### src/rtl/inj_pkg.sv
package inj_pkg;
  typedef struct packed {
    logic periodEnd;
    logic negHalf;
  } inj_stb_t;
endpackage

### src/rtl/inj_ctrl.sv
module inj_ctrl
  import inj_pkg::*;
#(
  parameter int CNT_W = 16
) (
  input  logic             clk,
  input  logic             rstN,
  input  logic [CNT_W-1:0] divCount,
  output inj_stb_t         stb
);
  localparam logic [CNT_W-1:0] MIN_N = CNT_W'(2);

  logic [CNT_W-1:0] cnt;
  logic [CNT_W-1:0] curN;
  logic [CNT_W-1:0] nextN;
  logic             atEnd;

  always_comb begin
    nextN = {divCount[CNT_W-1:1], 1'b0};
    if (nextN < MIN_N) nextN = MIN_N;
  end

  assign atEnd         = (cnt == curN - 1'b1);
  assign stb.periodEnd = atEnd;
  assign stb.negHalf   = (cnt >= (curN >> 1));

  always_ff @(posedge clk) begin
    if (!rstN) begin
      cnt  <= '0;
      curN <= MIN_N;
    end else if (atEnd) begin
      cnt  <= '0;
      curN <= nextN;
    end else begin
      cnt  <= cnt + 1'b1;
    end
  end
endmodule

### src/rtl/inj_datapath.sv
module inj_datapath
  import inj_pkg::*;
#(
  parameter int ERR_W  = 8,
  parameter int AMP_W  = 10,
  parameter int FRAC_W = 4
) (
  input  logic                    clk,
  input  logic                    rstN,
  input  inj_stb_t                stb,
  input  logic signed [ERR_W-1:0] errSample,
  input  logic                    errValid,
  input  logic [ERR_W-1:0]        peakRef,
  input  logic [AMP_W-1:0]        deltaMax,
  output logic signed [AMP_W:0]   injOut,
  output logic [AMP_W-1:0]        delta
);
  localparam int ACC_W = AMP_W + FRAC_W;
  localparam int SUM_W = ACC_W + ERR_W + 2;

  logic [ERR_W-1:0]        absErr;
  logic [ERR_W-1:0]        peakRun;
  logic [ERR_W-1:0]        peakSeen;
  logic [ACC_W-1:0]        acc;
  logic [ACC_W-1:0]        accNext;
  logic [ACC_W-1:0]        ceilAcc;
  logic signed [SUM_W-1:0] sum;
  logic signed [SUM_W-1:0] ceilS;
  logic signed [AMP_W:0]   mag;

  // magnitude of the sample; most negative code maps to 2^(ERR_W-1)
  assign absErr   = errSample[ERR_W-1] ? ERR_W'(-errSample) : errSample;
  assign peakSeen = (errValid && (absErr > peakRun)) ? absErr : peakRun;

  always_ff @(posedge clk) begin
    if (!rstN)              peakRun <= '0;
    else if (stb.periodEnd) peakRun <= '0;
    else                    peakRun <= peakSeen;
  end

  // integrator with clamp at both ends, no residue kept past a limit
  always_comb begin
    ceilAcc = ACC_W'(deltaMax) << FRAC_W;
    ceilS   = SUM_W'(ceilAcc);
    sum     = SUM_W'(acc) + SUM_W'(peakRef) - SUM_W'(peakSeen);
    if (sum < 0)          accNext = '0;
    else if (sum > ceilS) accNext = ceilAcc;
    else                  accNext = ACC_W'(sum);
  end

  always_ff @(posedge clk) begin
    if (!rstN)              acc <= '0;
    else if (stb.periodEnd) acc <= accNext;
  end

  assign delta  = acc[ACC_W-1:FRAC_W];
  assign mag    = {1'b0, delta};
  assign injOut = stb.negHalf ? -mag : mag;
endmodule

### src/rtl/pert_inject.sv
module pert_inject
  import inj_pkg::*;
#(
  parameter int CNT_W  = 16,
  parameter int ERR_W  = 8,
  parameter int AMP_W  = 10,
  parameter int FRAC_W = 4
) (
  input  logic                    clk,
  input  logic                    rstN,
  input  logic [CNT_W-1:0]        divCount,
  input  logic signed [ERR_W-1:0] errSample,
  input  logic                    errValid,
  input  logic [ERR_W-1:0]        peakRef,
  input  logic [AMP_W-1:0]        deltaMax,
  output logic signed [AMP_W:0]   injOut,
  output logic [AMP_W-1:0]        delta
);
  inj_stb_t stb;

  inj_ctrl #(.CNT_W(CNT_W)) u_ctrl (
    .clk      (clk),
    .rstN     (rstN),
    .divCount (divCount),
    .stb      (stb)
  );

  inj_datapath #(.ERR_W(ERR_W), .AMP_W(AMP_W), .FRAC_W(FRAC_W)) u_dp (
    .clk       (clk),
    .rstN      (rstN),
    .stb       (stb),
    .errSample (errSample),
    .errValid  (errValid),
    .peakRef   (peakRef),
    .deltaMax  (deltaMax),
    .injOut    (injOut),
    .delta     (delta)
  );
endmodule

### config.mk
export PLATFORM = sky130hd
export DESIGN_NAME = pert_inject
export DESIGN_NICKNAME = d
export VERILOG_FILES = /design/src/rtl/inj_pkg.sv /design/src/rtl/inj_ctrl.sv /design/src/rtl/inj_datapath.sv /design/src/rtl/pert_inject.sv
export SDC_FILE = /design/constraint.sdc
export NUM_CORES = 1
export LEC_CHECK = 0
export BUFFER_PORTS_ARGS = -buffer_cell sky130_fd_sc_hd__buf_4
export CAP_MARGIN = 20
export CORE_MARGIN = 2
export CORE_UTILIZATION = 59
export DETAILED_ROUTE_END_ITERATION = 10
export PLACE_DENSITY = 0.94
export SYNTH_ARGS = -nofsm -noshare
export SYNTH_HDL_FRONTEND = slang
export SYNTH_SLANG_ARGS = --single-unit
### constraint.sdc
create_clock -name clk -period 9.1 [get_ports clk]
set_input_delay 1.82 -clock clk [delete_from_list [all_inputs] [get_ports clk]]
set_output_delay 1.82 -clock clk [all_outputs]
set_load 0.005 [all_outputs]
==> metrics.md <==
| Metric | Value |
|---|---|
| Netlist cell types | 54 |
| Worst Skew | roughly 0.012 ns |
| Ys async rst share | 0 |
| Filler cells | 610 |
| Final Cell Area | 0.005354 sq mm |
| Slew HR | 0.3539 |
| Global placer's final weighted congestion | 0.9358 |
| Via count | 4090 |
| Met2 Use GR | 0.4452 |
| # rows | 32 |
| Ant diodes | 0 |
| CP arrival | 8.42 ns |
| Wire length per cell | about 15 um |
| Most used DFF post-synth | dfxtp_1 |
| Vias per inst | 5.696 |
| Largest area contributor in the netlist | dfxtp_1 |
| Maximum VDD drop | approximately 0.00011 V |
| Max stage delay cell, worst path | o21ai_1 |
| Total die area | around 0.009 sq mm |
| Nets | 726 |
| Post-Synthesis Net Count | 678 |
| H-tree Lvls | 2 |
| Maximum clock path buffer count | 2 |
| Synthesis-stage register bit count | between 50 and 60 |
| Initial antenna violation count | 0 |
| Clock root cell | clkbuf_8 |
| Post-place instance area | about 0.0052 sq mm |
| Hold buffers post-CTS | 0 |
| Die H | ~94 um |
| Max-Cap Viols | 0 |
| Max incr delay on CP | 0.55 ns |
| Top cell by count, worst path | ha_1 |
| Pre-CTS setup slack | 0.5709 ns |
| Measured slew at the worst slew-check pin | ~0.97 ns |
| Leakage | 2.443 nW |
| Clock sinks | between 50 and 60 |
| Number of remaining DRC errors | 0 |
| Gr busiest metal | met2 |
| Fin crit period | 8.263 ns |
| Post_cts resized | 0 |
| Port Buffers | 64 |
| Cts bufs inserted | 5 |
| Power per Cell Area | 227.2 mW/mm^2 |
| Setup violators final | 0 |
| Post-synth top area share | 0.2220 |
| Post-CTS Repair Setup Buffers | 0 |
| Outcome | complete, no violations |
| Total GRT Usage | 0.2533 |
| Max Slew Vio Count | 0 |
| Worst setup SP type | primary input |
| Synthesis-to-finish area growth | 12.02% |
| Core area | 0.007807 sq mm |
| Kind of end point of the critical path | flip-flop |
| Layout cells sized above 1 | 0.1461 |
| Drt first-iter violations | between 200 and 250 |
| ANT nets after route | 0 |
| PnR worst setup slack | between 0.8 and 0.9 ns |
| Worst Path Max Fanout | 8 |
| Ranking of synthesized cells by area | dfxtp_1 22%, ha_1 15%, xnor2_1 7.1%, inv_1 6.1%, mux2i_1 5.4% |
| Cells after Synth | 567 |
| I/O pin count | 66 |
| CP required | 9.26 ns |
| Met3 Use GR | 0.03130 |
| Min-delay worst type | reg -> reg |
| Hold Fails Final Rpt | 0 |
| Clk slew on worst S/H paths | approximately 0.09 ns |
| Pwr Total | 1.216 mW |
| RSZ-0062 raised after global routing | no |
| Largest net degree at the start of global routing | 28 |
| Mean Syn Cell Area | 8.430 sq um |
| Global route total overflow | 0 |
| Fmax | roughly 120 MHz |
| Crit Path Class | in -> reg |
| Final WL | 10830 um |
| Vias in the first global route | 4081 |
| Grt met1 use | 0.3255 |
| Initial cell density of the core | 0.6122 |
| Pre-antenna DRT Iters | 4 |
| Yosys warns | 0 |
| Final HPWL DP | 8691 um |
| Clk_lat worst skew | 0.31 ns |
| Cell Area, Synth | roughly 0.0048 sq mm |
| First-pass GRT wire length | around 18000 um |
| Sequential-to-total area share from yosys stat | 0.2220 |
| Fin crit share | 0.9081 |
| Count of flip-flops with a built-in enable after synthesis | 0 |
| DIE WIDTH | 94.01 um |
| Final TNS setup | 0 ns |
| TritonCTS clock tree | yes |
synthesized netlist by cell type (all sizes together), types with 4 or more instances:
cell type	n
inv	78
ha	58
dfxtp	53
xnor2	39
nor2	32
mux2i	26
o21ai	24
xor2	21
nand2	19
buf	18
nand3	17
nor2b	17
a21oi	16
a21o	12
o22ai	11
and2	10
nor3	10
mux2	9
clkbuf	8
fa	8
nand4	8
nor4	8
and3	7
o21bai	6
a211oi	5
or3	5
nand2b	4
or4	4
placed cells by master, fill, tap and decap left out, drive strengths merged, types with 2 or more instances in the layout:
cell and n:
a211oi 5, a21o 12, a21oi 16, a221oi 2, a22o 3, a41oi 3, and2 10, and3 7
buf 67, clkbuf 7, dfxtp 53, fa 8, ha 58, inv 78, mux2 9, mux2i 26
nand2 19, nand2b 4, nand3 17, nand4 8, nand4b 2, nor2 32, nor2b 17, nor3 10
nor4 8, nor4b 3, o21ai 24, o21bai 6, o221ai 2, o22ai 11, o31ai 3, o41ai 2
or2 3, or3 5, or4 4, xnor2 39, xor2 21
critical path, delay by kind of cell:
family                     cells  cell delay (ns)
adders and majority gates      4             1.47
and+or+nand+nor                4             0.53
xor gates and xnor gates       2             0.34
muxes                          2             0.57
AOI/OAI and AO/OA             13             3.12
buffers and inverters          4             0.56
sequential cells by signal, indices dropped and copies added, names as in the netlist:
register and cells:
u_ctrl.cnt 16, u_ctrl.curN 15, u_dp.acc 14, u_dp.peakRun 8
layout make-up:
class,count,area (sq um),area share
Clock buffer,7,86.33,0.01613
Clock inverter,1,30.03,0.005609
Inverter,78,292.8,0.05469
Multi-Input combinational cell,410,3253,0.6076
Sequential cell,53,1061,0.1982
Tap cell,102,127.6,0.02384
Timing Repair Buffer,67,503.0,0.09395
path summary, 6_finish.rpt:
| check | from | end | slack, ns | depth (start not counted) |
|---|---|---|---|---|
| max | errSample[0] | u_dp.acc[12] | 0.84 | 29 |
| min | u_dp.acc[3] | u_dp.acc[3] | 0.52 | 1 |
| max reg2reg | u_dp.peakRun[1] | u_dp.acc[12] | 2.74 | 26 |
| min reg2reg | u_dp.acc[3] | u_dp.acc[3] | 0.52 | 1 |
per-stage QoR:
stage	hold WS [ns]	cells	util
after floorplan	0.4491	567	-
after global placement	0.4658	710	0.6708
after detailed placement	0.4939	710	0.6708
after CTS	0.5154	718	0.6857
after global routing	0.5437	718	0.6857
final	0.5156	718	0.6857
cells by family after synthesis:
family,synth area share
compound gates,0.1343
mux,0.07566
fa+ha+maj,0.1853
simple gates,0.1736
xor+xnor,0.1099
buf+inv,0.09921
flops,0.2220
power by group:
part           internal (mW)  switching, mW  leakage (nW)
Clock                 0.0898         0.0778        0.0585
Combinational          0.352          0.408          1.96
Sequential             0.259         0.0293         0.429
metal layers:
layer | share of wire | vias to the layer above
met4 | 0.017 | 0
met5 | 0 | -
met1 | 0.45 | 1939
met2 | 0.50 | 96
met3 | 0.035 | 18
li1 | - | 2037
(Power assumes the default switching activity.)
